$ cat src/rtl/resv_pkg.sv
package resv_pkg;
  typedef enum logic [1:0] {
    SC_FAIL     = 2'd0,
    SC_PASS     = 2'd1,
    SC_UNCACHED = 2'd2
  } sc_code_e;
endpackage

$ cat src/rtl/resv_slot.sv
// One context's reservation: flag plus reserved granule address.
module resv_slot #(
  parameter int AW        = 32,
  parameter int GRAN_BITS = 4,
  localparam int GW       = AW - GRAN_BITS
) (
  input  logic          clk,
  input  logic          rst_n,
  input  logic          set_i,      // locked load from this context
  input  logic          clr_own_i,  // failed store-conditional from this context
  input  logic          snoop_i,    // some store is being performed
  input  logic [GW-1:0] gran_i,     // request address, granule part
  output logic          hit_o       // armed and covering gran_i
);
  logic          flag_q;
  logic [GW-1:0] gran_q;
  logic          same_gran;

  assign same_gran = (gran_q == gran_i);
  assign hit_o     = flag_q && same_gran;

  always_ff @(posedge clk) begin
    if (!rst_n) begin
      flag_q <= 1'b0;
      gran_q <= '0;
    end else if (set_i) begin
      flag_q <= 1'b1;
      gran_q <= gran_i;
    end else if (clr_own_i || (snoop_i && same_gran)) begin
      flag_q <= 1'b0;
    end
  end

  AST_LL_ARMS: assert property (@(posedge clk) disable iff (!rst_n) set_i |=> flag_q);
  AST_ADDR_HELD: assert property (@(posedge clk) disable iff (!rst_n) !set_i |=> $stable(gran_q));
  AST_SNOOP_DISARMS: assert property (@(posedge clk) disable iff (!rst_n) (snoop_i && same_gran && !set_i) |=> !flag_q);
  AST_OWN_FAIL_DISARMS: assert property (@(posedge clk) disable iff (!rst_n) (clr_own_i && !set_i) |=> !flag_q);
endmodule

$ cat src/rtl/fail_tracker.sv
// Consecutive store-conditional failure count with a periodic warning.
module fail_tracker #(
  parameter int FAIL_W      = 20,
  parameter int WARN_PERIOD = 100000,
  localparam int SUB_W      = (WARN_PERIOD > 2) ? $clog2(WARN_PERIOD) : 1
) (
  input  logic              clk,
  input  logic              rst_n,
  input  logic              fail_i,
  input  logic              pass_i,
  output logic [FAIL_W-1:0] cnt_o,
  output logic              warn_o
);
  localparam logic [FAIL_W-1:0] CNT_MAX  = '1;
  localparam logic [SUB_W-1:0]  SUB_LAST = SUB_W'(WARN_PERIOD - 1);

  logic [FAIL_W-1:0] cnt_q;
  logic [SUB_W-1:0]  sub_q;
  logic              warn_q;

  always_ff @(posedge clk) begin
    if (!rst_n) begin
      cnt_q  <= '0;
      sub_q  <= '0;
      warn_q <= 1'b0;
    end else begin
      warn_q <= 1'b0;
      if (pass_i) begin
        cnt_q <= '0;
        sub_q <= '0;
      end else if (fail_i) begin
        if (cnt_q != CNT_MAX) cnt_q <= cnt_q + 1'b1;
        if (sub_q == SUB_LAST) begin
          sub_q  <= '0;
          warn_q <= 1'b1;
        end else begin
          sub_q <= sub_q + 1'b1;
        end
      end
    end
  end

  assign cnt_o  = cnt_q;
  assign warn_o = warn_q;

  AST_NO_WRAP: assert property (@(posedge clk) disable iff (!rst_n) (fail_i && !pass_i && cnt_q == CNT_MAX) |=> cnt_q == CNT_MAX);
  AST_PASS_ZEROES: assert property (@(posedge clk) disable iff (!rst_n) pass_i |=> cnt_q == '0);
  AST_WARN_AFTER_FAIL: assert property (@(posedge clk) disable iff (!rst_n) $rose(warn_q) |-> $past(fail_i));
endmodule

$ cat src/rtl/resv_monitor.sv
module resv_monitor #(
  parameter int NCTX        = 4,
  parameter int AW          = 32,
  parameter int GRAN_BITS   = 4,
  parameter int FAIL_W      = 20,
  parameter int WARN_PERIOD = 100000,
  localparam int CTX_W      = (NCTX > 1) ? $clog2(NCTX) : 1,
  localparam int GW         = AW - GRAN_BITS
) (
  input  logic                   clk,
  input  logic                   rst_n,
  input  logic                   req_valid,
  output logic                   req_ready,
  input  logic [CTX_W-1:0]       req_ctx,
  input  logic [AW-1:0]          req_addr,
  input  logic                   req_store,
  input  logic                   req_locked,
  input  logic                   req_uncached,
  output logic                   rsp_valid,
  output logic                   rsp_sc,
  output logic [1:0]             rsp_code,
  output logic                   rsp_store_ok,
  output logic                   warn_valid,
  output logic [CTX_W-1:0]       warn_ctx,
  output logic [NCTX*FAIL_W-1:0] fail_count
);
  import resv_pkg::*;

  logic [GW-1:0]        req_gran;
  logic                 unused_low;
  logic                 is_ll, is_sc, is_plain_st;
  logic                 own_hit;
  logic                 sc_pass, sc_fail, sc_unc, perform;
  logic [NCTX-1:0]      sel, hit_vec, warn_vec;
  logic [FAIL_W-1:0]    cnt_arr [NCTX];
  sc_code_e             code_d;

  logic                 rsp_valid_q, rsp_sc_q, rsp_ok_q;
  logic [1:0]           rsp_code_q;

  assign req_ready  = 1'b1;
  assign req_gran   = req_addr[AW-1:GRAN_BITS];
  assign unused_low = ^req_addr[GRAN_BITS-1:0];

  // request classification
  assign is_ll       = req_valid && !req_store && req_locked;
  assign is_sc       = req_valid && req_store && req_locked;
  assign is_plain_st = req_valid && req_store && !req_locked;

  always_comb begin
    own_hit = 1'b0;
    for (int i = 0; i < NCTX; i++)
      if (req_ctx == CTX_W'(i)) own_hit = hit_vec[i];
  end

  assign sc_unc  = is_sc && req_uncached;
  assign sc_pass = is_sc && !req_uncached && own_hit;
  assign sc_fail = is_sc && !req_uncached && !own_hit;
  assign perform = is_plain_st || sc_pass || sc_unc;

  always_comb begin
    code_d = SC_FAIL;
    if (sc_unc)       code_d = SC_UNCACHED;
    else if (sc_pass) code_d = SC_PASS;
  end

  // per-context state
  for (genvar g = 0; g < NCTX; g++) begin : g_ctx
    assign sel[g] = (req_ctx == CTX_W'(g));

    resv_slot #(.AW(AW), .GRAN_BITS(GRAN_BITS)) slot_i (
      .clk       (clk),
      .rst_n     (rst_n),
      .set_i     (is_ll && sel[g]),
      .clr_own_i (sc_fail && sel[g]),
      .snoop_i   (perform),
      .gran_i    (req_gran),
      .hit_o     (hit_vec[g])
    );

    fail_tracker #(.FAIL_W(FAIL_W), .WARN_PERIOD(WARN_PERIOD)) trk_i (
      .clk    (clk),
      .rst_n  (rst_n),
      .fail_i (sc_fail && sel[g]),
      .pass_i ((sc_pass || sc_unc) && sel[g]),
      .cnt_o  (cnt_arr[g]),
      .warn_o (warn_vec[g])
    );

    assign fail_count[g*FAIL_W +: FAIL_W] = cnt_arr[g];
  end

  // response register
  always_ff @(posedge clk) begin
    if (!rst_n) begin
      rsp_valid_q <= 1'b0;
      rsp_sc_q    <= 1'b0;
      rsp_ok_q    <= 1'b0;
      rsp_code_q  <= SC_FAIL;
    end else begin
      rsp_valid_q <= req_valid;
      rsp_sc_q    <= is_sc;
      rsp_ok_q    <= perform;
      rsp_code_q  <= code_d;
    end
  end

  assign rsp_valid    = rsp_valid_q;
  assign rsp_sc       = rsp_sc_q;
  assign rsp_code     = rsp_code_q;
  assign rsp_store_ok = rsp_ok_q;

  assign warn_valid = |warn_vec;
  always_comb begin
    warn_ctx = '0;
    for (int i = 0; i < NCTX; i++)
      if (warn_vec[i]) warn_ctx = CTX_W'(i);
  end

  AST_RSP_NEXT_CYCLE: assert property (@(posedge clk) disable iff (!rst_n) req_valid |=> rsp_valid);
  AST_FAIL_NO_STORE: assert property (@(posedge clk) disable iff (!rst_n) (rsp_valid && rsp_sc && rsp_code == SC_FAIL) |-> !rsp_store_ok);
  AST_UNCACHED_WRITES: assert property (@(posedge clk) disable iff (!rst_n) (rsp_valid && rsp_code == SC_UNCACHED) |-> (rsp_store_ok && rsp_sc));
  AST_WARN_SINGLE: assert property (@(posedge clk) disable iff (!rst_n) $onehot0(warn_vec));
  AST_WARN_WITH_RSP: assert property (@(posedge clk) disable iff (!rst_n) warn_valid |-> (rsp_valid && rsp_sc));
  AST_NONSC_ZERO_CODE: assert property (@(posedge clk) disable iff (!rst_n) (rsp_valid && !rsp_sc) |-> rsp_code == SC_FAIL);
endmodule

$ cat config.mk
export PLATFORM = sky130hd
export DESIGN_NAME = resv_monitor
export DESIGN_NICKNAME = d
export VERILOG_FILES = /design/src/rtl/resv_pkg.sv /design/src/rtl/resv_slot.sv /design/src/rtl/fail_tracker.sv /design/src/rtl/resv_monitor.sv
export SDC_FILE = /design/constraint.sdc
export NUM_CORES = 1
export LEC_CHECK = 0
export BUFFER_PORTS_ARGS = -buffer_cell sky130_fd_sc_hd__buf_2
export CAP_MARGIN = 15
export CORE_MARGIN = 4
export CORE_UTILIZATION = 31
export CTS_CLUSTER_DIAMETER = 40
export CTS_CLUSTER_SIZE = 24
export DETAILED_ROUTE_END_ITERATION = 16
export MAX_ROUTING_LAYER = met4
export PLACE_DENSITY_LB_ADDON = 0.1
export SKIP_LAST_GASP = 1
export SLEW_MARGIN = 20
export SYNTH_ARGS = -nofsm -noshare
export SYNTH_HDL_FRONTEND = slang
export SYNTH_SLANG_ARGS = --single-unit
export TNS_END_PERCENT = 100
$ cat constraint.sdc
create_clock -name clk -period 4.3 [get_ports clk]
set_input_delay 1.075 -clock clk [delete_from_list [all_inputs] [get_ports clk]]
set_output_delay 1.075 -clock clk [all_outputs]
set_load 0.005 [all_outputs]
# Word level (Yosys, flattened, before mapping)
# Index checks and enable logic that the tools add are counted.
[totals] register_bits=273 in_bits=40 out_inout_bits=89 wordCells=137
[op_classes] addsub=8 eq_ne=15 n_mux=25 n_bitwise=5 n_reduce_logical=59
[op_table] op="$eq A28 B28 Y1" n=4
[op_table] op="$add A20 B1 Y20 const B" n=4
[op_table] op="$ne A20 B20 Y1 const B" n=4
[op_table] op="$add A17 B1 Y17 const B" n=4
[op_table] op="$eq A17 B17 Y1 const B" n=4
[op_table] op="$mux W17" n=4
[op_table] op="$logic_and A1 B1 Y1" n=29
[op_table] op="$mux W1" n=18
[op_table] op="$reduce_or A3 Y1" n=4
[op_table] op="$reduce_or A2 Y1" n=5
[op_table] op="$reduce_and A2 Y1" n=4
[op_table] op="$reduce_bool A2 Y1" n=4
[op_table] op="$logic_or A1 B1 Y1" n=7
[op_table] op="$mux W2" n=3
[op_table] op="$not A1 Y1" n=5
[op_table] op="$eq A2 B2 Y1 const B" n=2
[op_table] op="$logic_not A1 Y1" n=4
[op_table] op="$reduce_or A4 Y1" n=1
[op_table] op="$eq A2 B1 Y1 const B" n=1
[op_table] op="$logic_not A2 Y1" n=1

# Depth between registers and ports, before layout
# Gate-level depths: netlist of the first run.
[depth] word_depth=13 depth_mapped=11 mapped_depth_nobuf=8

# Modules after synthesis
# Synthesis of the first run repeated with hierarchy kept, for this count alone.
[unflattened] cells_unflattened=1405 area_unflattened_um2=13676.9
[by_module_without_submodules] mod="resv_slot" instances=4 cells_per_inst=135 area_per_inst_um2=1453.9 seq_area_each_um2=580.6
[by_module_without_submodules] mod="fail_tracker at g_ctx[0].trk_i ..." instances=3 cells_per_inst=202 area_per_inst_um2=1869.3 seq_area_each_um2=760.7
[by_module_without_submodules] mod="fail_tracker at g_ctx[3].trk_i" instances=1 cells_per_inst=216 area_per_inst_um2=1920.6 seq_area_each_um2=760.7
[by_module_without_submodules] mod="resv_monitor" instances=1 cells_per_inst=43 area_per_inst_um2=332.8 seq_area_each_um2=100.1

# Worst setup path after synthesis of the first run
# Ideal clock, no wire load.
[synth_timing] path_type="input port to flip-flop" from="input req_addr[13]" to="register g_ctx[0].trk_i.sub_q[13]" setup_time_ns=0.114 arrival_time_ns=3.119 required_time_ns=4.186 path_slack_ns=1.067 stages=10 path_buffers=2 cell_sequence="buf_2 xor2_1 nor4_1 nand4_1 o41ai_2 nand4_1 a21o_1 o211ai_4 buf_6 nor2_1"
[synth_via] elab_chain_len=10 elab_cells_between_ends=19 classes_between="eq/ne (4); mux (4); reduce/logical (11)"
[synth_lines] item="start: declaration" line_no="resv_monitor.sv:15" source="input logic [AW-1:0] req_addr,"
[synth_lines] item="$eq A28 B28 Y1" line_no="resv_slot.sv:19" source="assign same_gran = (gran_q == gran_i);"
[synth_lines] item="$logic_and A1 B1 Y1" line_no="resv_slot.sv:20" source="assign hit_o = flag_q && same_gran;"
[synth_lines] item="$mux W1 (3 in series)" line_no="resv_monitor.sv:53" source="if (req_ctx == CTX_W'(i)) own_hit = hit_vec[i];"
[synth_lines] item="$mux W1 *" line_no="resv_monitor.sv:53"
[synth_lines] item="$logic_and A1 B1 Y1" line_no="resv_monitor.sv:57" source="assign sc_pass = is_sc && !req_uncached && own_hit;"
[synth_lines] item="$logic_or A1 B1 Y1" line_no="resv_monitor.sv:85" source=".pass_i ((sc_pass || sc_unc) && sel[g]),"
[synth_lines] item="$logic_and A1 B1 Y1" line_no="resv_monitor.sv:85"
[synth_lines] item="$reduce_or A2 Y1 (no line)"
[synth_lines] item="end signal: assignment" line_no="fail_tracker.sv:37" source="sub_q <= sub_q + 1'b1;"
[synth_lines] item="end: declaration" line_no="fail_tracker.sv:18" source="logic [SUB_W-1:0] sub_q;"
# Every way passes the cells marked *; elsewhere a longest branch is shown, timed or not.
# A chain may end at the register's enable or synchronous reset.

# Worst setup path in the final report of the first run
[layout_timing] from="input req_addr[14]" to="register g_ctx[2].trk_i.cnt_q[13]"
[layout_via] elab_chain_len=10 elab_cells_between_ends=20 classes_between="eq/ne (4); mux (4); reduce/logical (12)"
[layout_lines] item="$eq A28 B28 Y1" line_no="resv_slot.sv:19"
[layout_lines] item="$logic_and A1 B1 Y1" line_no="resv_slot.sv:20"
[layout_lines] item="$mux W1 (3 in series)" line_no="resv_monitor.sv:53"
[layout_lines] item="$mux W1 *" line_no="resv_monitor.sv:53"
[layout_lines] item="$logic_not A1 Y1 / $logic_and A1 B1 Y1 (equally long branches)" line_no="resv_monitor.sv:58, resv_monitor.sv:57"
[layout_lines] item="$logic_and A1 B1 Y1 / $logic_or A1 B1 Y1 (equally long branches)" line_no="resv_monitor.sv:58, resv_monitor.sv:85"
[layout_lines] item="$logic_and A1 B1 Y1 (on tied branches)" line_no="resv_monitor.sv:84, resv_monitor.sv:85"
[layout_lines] item="$reduce_and A2 Y1 (no line) / $reduce_or A2 Y1 (equally long branches)"
[layout_lines] item="end signal: assignment" line_no="fail_tracker.sv:32" source="if (cnt_q != CNT_MAX) cnt_q <= cnt_q + 1'b1;"
[layout_lines] item="end: declaration" line_no="fail_tracker.sv:17" source="logic [FAIL_W-1:0] cnt_q;"
# Marked as above.

==> metrics, run 1 <==
outcome=finished, final reports clean; Logic pwr share=~4.0%; max-slew violations=0; asr flop ratio synth=0%; chip width=between 200 and 250 um; Tot GR Track Use=~16%; Clock transition at path regs=roughly 0.05 ns; CP max stage delay=about 0.56 ns; DR DRC count=0; synth top area cells=dfxtp_1 (41%), xor2_1 (13%), nand2_1 (7.8%); Synth Warn #=0; drt wl/cell=16.0 um; post-synth cell types=47; placed insts=2183; internal cell power=0.00599 W; H-tree lvl count=2; PwrDens=465 nW/um2; post-cts sizing count=0; vias per cell=4.80; vias in the first global route=10595; Critical Path Fanout Max=67; switching share of power=22.2%; period utilisation layout=82.0%; I/O Pins=129; clock latency on the worst-skew pair=0.61 ns; minimum clock period=3.53 ns; Root Buffer=clkbuf_16; Clock Power Share=a little over three fifths; Iter 0 DRT Violations=490; Syn Inst Count=1579; worst-margin pin slew=between 0.8 and 0.9 ns; postcts setup bufs=0; sequential power share=between 30% and 40%; layout cells sized above 1=between 15 and 20%; Commonest cells post-synth=nand2_1 (274), dfxtp_1 (273), xor2_1 (199); hold buffer count at CTS=0; maximum vdd drop=274 uV; area leader, netlist=dfxtp_1; via count=11010; MaxCap Viol Count=0; initial antenna violation count=4; Final Hold Viols=0; TritonCTS Buffers=58; Setup-failing EPs final=0; Die Area=45900 um2; critical-path cell list=buf_2 > xor2_1 > nor4_1 > buf_4 > nand4_1 > o41ai_2 > buf_4 > a41oi_4 > buf_12 > nand4_1 > or4_1 > a21oi_1; global-route wire length before repair=around 60000 um; Die Ht=between 200 and 250 um; Worst Skew=0.0270 ns; layout net count=1752; area growth from synthesis to layout=25.6%; worst hold-check path type=reg -> reg; Post-Route WL=36700 um; total grt overflow=0; Post-synth EDFFs=0; crit path DAT=4.04 ns; CP Depth=12; count leader, synth=nand2_1; Slew Limit Headroom=42.9%; Hold Startpoint=g_ctx[2].trk_i.sub_q[1]; GP Congestion=0.764; Final Hold Slack=0.469 ns; post-synthesis sequential area ratio=41.5%; setup tns final=0 ns; sw power=0.00171 W; Port-buffer cells=123; Non-Filler Instances=2294; Initial Utilization=between 30% and 40%; CTS tree=built; R2R Setup Slk=1.11 ns; Worst path slowest cell=or4_1; Avg Cell Area, Syn=8.34 um2; clock sink count=273; post-synth net total=1627; Worst R2R End=g_ctx[2].trk_i.sub_q[3]; post-route ant nets=0; clock tree buffer depth=3; CP Launch Point=req_addr[14]; dominant synthesized flop cell=dfxtp_1; launch point of the worst reg-to-reg path=g_ctx[3].slot_i.gran_q[9]; Worst setup endpoint=g_ctx[2].trk_i.cnt_o[13]; P_leak=6.49 nW; CP Class=in -> reg; maximum clock rate=approximately 280 MHz; CP startpoint kind=primary input; HPWL after DPL=24500 um; Buf+Inv Stages, Crit Path=4; Synth Register Bits=273; Crit path required time=4.81 ns; Crit path max-delay family=simple AND/OR/NAND/NOR gates; 1st-pass router iterations=4; R2R depth=10; pin count of the biggest net entering global routing=75; Cell Area, Synth=approximately 13000 um2; FP Rows=between 70 and 80; Worst setup EP type=flip-flop; Synth top area share=41.5%; RSZ-0062 raised after global routing=false; CORE AREA=41900 um2
[how the worst min path moves through the flow]
stage,endpoint,slack [ns],cells after the start
finish,g_ctx[2].trk_i.sub_q[1],0.47,2
floorplan,g_ctx[2].trk_i.sub_q[1],0.44,2
CTS,g_ctx[0].trk_i.sub_q[1],0.47,2
detailed placement,g_ctx[0].trk_i.sub_q[1],0.47,2
global placement,g_ctx[2].trk_i.sub_q[1],0.46,2
global route,g_ctx[2].slot_i.gran_q[5],0.49,2
[flip-flops by register name, summed over array words and instances (netlist names)]
| name | count |
|---|---|
| rsp_sc | 1 |
| rsp_valid | 1 |
| g_ctx.trk_i.warn_o | 4 |
| rsp_store_ok | 1 |
| rsp_code | 2 |
| g_ctx.trk_i.sub_q | 68 |
| g_ctx.trk_i.cnt_o | 80 |
| g_ctx.slot_i.flag_q | 4 |
| g_ctx.slot_i.gran_q | 112 |
[kinds of logic after synthesis]
family | count (synthesis) | synth area share (%)
multiplexers | 4 | 0.304
buffers and inverters | 117 | 4.31
XOR/XNOR | 215 | 14.3
AND/OR/NAND/NOR | 748 | 27.4
adder cells (fa/ha/maj) | 8 | 0.760
AO/OA/AOI/OAI | 213 | 11.4
flip-flops | 273 | 41.5
other | 1 | 0.0285
[metrics by stage]
| stage | instance area, um2 | setup slack, ns | utilization (%) | power (W) |
|---|---|---|---|---|
| 3_5_place_dp | 14400 | 0.178 | 34.3 | 0.00292 |
| 6_report | 16500 | 0.772 | 39.5 | 0.00770 |
| 5_1_grt | 16500 | 0.535 | 39.5 | 0.00800 |
| 3_3_place_gp | 14400 | 0.199 | 34.3 | 0.00292 |
| 2_1_floorplan | 13200 | 1.07 | - | 0.00281 |
| 4_1_cts | 16500 | 0.788 | 39.4 | 0.00784 |
[layout make-up]
class,count,area [um2]
antenna,2,5.00
clock inverter,32,513
timing repair buffer,168,1040
clock buffer,77,1630
inverter,14,52.6
tap,539,674
fill,4302,25400
sequential,273,5470
multi-input combinational,1189,7160
[power groups by stage]
stage	sequential (W)	clock (W)	combinational [W]
3_5_place_dp	0.00261	0	0.000310
2_1_floorplan	0.00261	0	0.000203
4_1_cts	0.00256	0.00496	0.000311
5_1_grt	0.00256	0.00510	0.000336
6_report	0.00256	0.00483	0.000306
3_3_place_gp	0.00261	0	0.000311
[layer usage]
metal	track usage, %	part of all wire, %	routed length (um)	up-vias
met1	20.6	48	17500	5158
met2	25.8	46	16900	131
met3	2.99	3.3	1220	68
met4	5.88	2.8	1030	0
li1	-	-	-	5653
met5	-	0	0	-
[layout by cell type, fill, tap and decap left out, drive strengths merged, types with 4 or more instances in the layout]
cell    Yosys  routed
a21boi    113     113
nand4      73      73
clkbuf     47      77
nor4b       6       6
and3       52      52
dfxtp     273     273
a21oi      41      41
ha          8       8
bufinv      0      11
and4       11      11
o21ai      40      40
and2       20      20
mux2i       4       4
nor4       27      27
xnor2      16      16
nor3       11      11
nand2     274     274
inv        14      19
or2         4       4
nand3      81      81
xor2      199     199
nor2b       4       4
nor2      136     136
clkinv      0      13
buf        56     168
or3        34      34
nor3b       5       5
o31ai       7       7
[tightest hold or removal path: stages, from the launching register on]
cell and delay [ns]:
dfxtp_1 0.31, nand2_1 0.06, a21oi_1 0.05
(Power assumes the default switching activity.)
==> inputs of run 2 (changes only) <==
==> constraint.sdc (replaced) <==
create_clock -name clk -period 3.6 [get_ports clk]
set_input_delay 0.9 -clock clk [delete_from_list [all_inputs] [get_ports clk]]
set_output_delay 0.9 -clock clk [all_outputs]
set_load 0.005 [all_outputs]
==> metrics, run 2 (same netlist as run 1, synthesis figures left out) <==
outcome=finished, final reports clean; chip width=214 um; Clock transition at path regs=0.05 ns; postcts setup bufs=0; Port-buffer cells=123; minimum clock period=3.34 ns; Worst Skew=between 0.02 and 0.025 ns; most frequent cells in the layout=nand2_1 (274), dfxtp_1 (273), xor2_1 (199); I/O Pins=129; Slew Limit Headroom=a little under half; HPWL after DPL=25200 um; layout cells sized above 1=18.9%; Iter 0 DRT Violations=513; placed cell area=14900 um2; CP Class=in -> reg; FP Rows=75; via count=11259; clock sink count=273; commonest non-fill, non-tap cell in the layout=nand2_1; Worst setup EP type=flip-flop; clock latency on the worst-skew pair=around 0.58 ns; # fillers=4214; Root Buffer=clkbuf_16; initial antenna violation count=1; hold buffer count at CTS=0; crit path DAT=3.77 ns; TritonCTS Buffers=58; Crit path max-delay family=compound AO/OA/AOI/OAI gates; max-slew violations=0; H-tree lvl count=2; RSZ-0062 raised after global routing=false; Setup-failing EPs final=0; drt wl/cell=15.9 um; vias per cell=4.81; Critical Path Fanout Max=16; Initial Utilization=about a third; PwrDens=between 500 and 600 nW/um2; CP max stage delay=0.54 ns; P_leak=6.77 nW; ANT cells=0; Final Hold Slack=~0.47 ns; post-route ant nets=0; DR DRC count=0; max reg flops=~110; post-cts sizing count=0; maximum vdd drop=276 uV; maximum clock rate=299 MHz; area growth from synthesis to layout=29.3%; setup tns final=0 ns; global-route wire length before repair=about 60000 um; worst-margin pin slew=~0.8 ns; Reg with most FFs=g_ctx.slot_i.gran_q; pin count of the biggest net entering global routing=105; CTS tree=built; MaxCap Viol Count=0; 1st-pass router iterations=5; period utilisation layout=92.8%; Post-Route WL=37200 um; vias in the first global route=about 11000; GP Congestion=0.769; Buf+Inv Stages, Crit Path=4; critical-path cell list=buf_2 > buf_12 > xor2_1 > nor4_1 > nand4_1 > buf_4 > o41ai_2 > nand4_1 > buf_4 > a21o_1 > o211ai_4 > nor2_1; Die Area=about 46000 um2; worst hold-check path type=reg -> reg; CP startpoint kind=primary input; final instance area=17000 um2; Crit path required time=slightly above 4 ns; Tot GR Track Use=16.4%; clock tree buffer depth=3; total grt overflow=0; CORE AREA=41900 um2; Worst path slowest cell=nor4_1; layout net count=1803; Final Hold Viols=0; Die Ht=214 um
==> run 2: cell types whose count changed in the layout (fill, tap and decap cells not counted) <==
cell	before	now
buf_12	7	15
buf_4	39	82
bufinv_16	11	13
clkbuf_1	8	5
clkbuf_16	58	59
clkinv_16	1	0
clkinv_4	4	2
clkinvlp_4	3	6
diode_2	2	0
inv_16	1	0
inv_6	4	2
==> run 2: final timing paths <==
path | cells past startpoint | from | end | slack (ns)
setup / recovery | 12 | req_addr[13] | g_ctx[0].trk_i.sub_q[15] | 0.26
hold / removal | 2 | g_ctx[1].slot_i.flag_q | g_ctx[1].slot_i.flag_q | 0.47
setup reg to reg | 10 | g_ctx[3].slot_i.gran_q[9] | g_ctx[0].trk_i.sub_q[15] | 0.50
hold reg to reg | 2 | g_ctx[1].slot_i.flag_q | g_ctx[1].slot_i.flag_q | 0.47
==> run 2: final cells by class <==
type                    instances  area, um2  area share (%)
repair buffers                219       1530            8.96
flip-flops and latches        273       5470            32.1
clock buffers                  75       1650            9.66
well taps                     539        674            3.96
clock inverters                31        510            3.00
multi-input cells            1189       7160            42.0
inverters                      14       52.6           0.308
==> run 2: worst register-to-register path, stage by stage, from the launching register on <==
cell and delay [ns]:
dfxtp_1 0.32, xor2_1 0.16, nor4_1 0.54, nand4_1 0.19, buf_4 0.20, o41ai_2 0.36
nand4_1 0.14, buf_4 0.18, a21o_1 0.28, o211ai_4 0.47, nor2_1 0.11
==> run 2: power by group <==
group / internal [W] / switching, W
Combinational: 0.000162 / 0.000241
Sequential: 0.00305 / 0.0000116
Clock: 0.00412 / 0.00173
==> run 2: layer usage <==
layer / vias to the layer above / track usage, % / routed length, um
met5: - / - / 0
met4: 0 / 5.17 / 905
met3: 71 / 2.75 / 1230
met2: 146 / 26.5 / 17400
met1: 5289 / 21.0 / 17600
li1: 5753 / - / -
==> run 2: per-stage QoR <==
step | worst slack [ns] | cells | util (%) | power, W
floorplan | 0.542 | 1579 | - | 0.00336
global placement | -0.288 | 2234 | 35.5 | 0.00353
detailed placement | -0.308 | 2234 | 35.5 | 0.00353
CTS | 0.302 | 2340 | 40.6 | 0.00949
global route | 0.0917 | 2340 | 40.6 | 0.00966
finish | 0.261 | 2340 | 40.6 | 0.00931
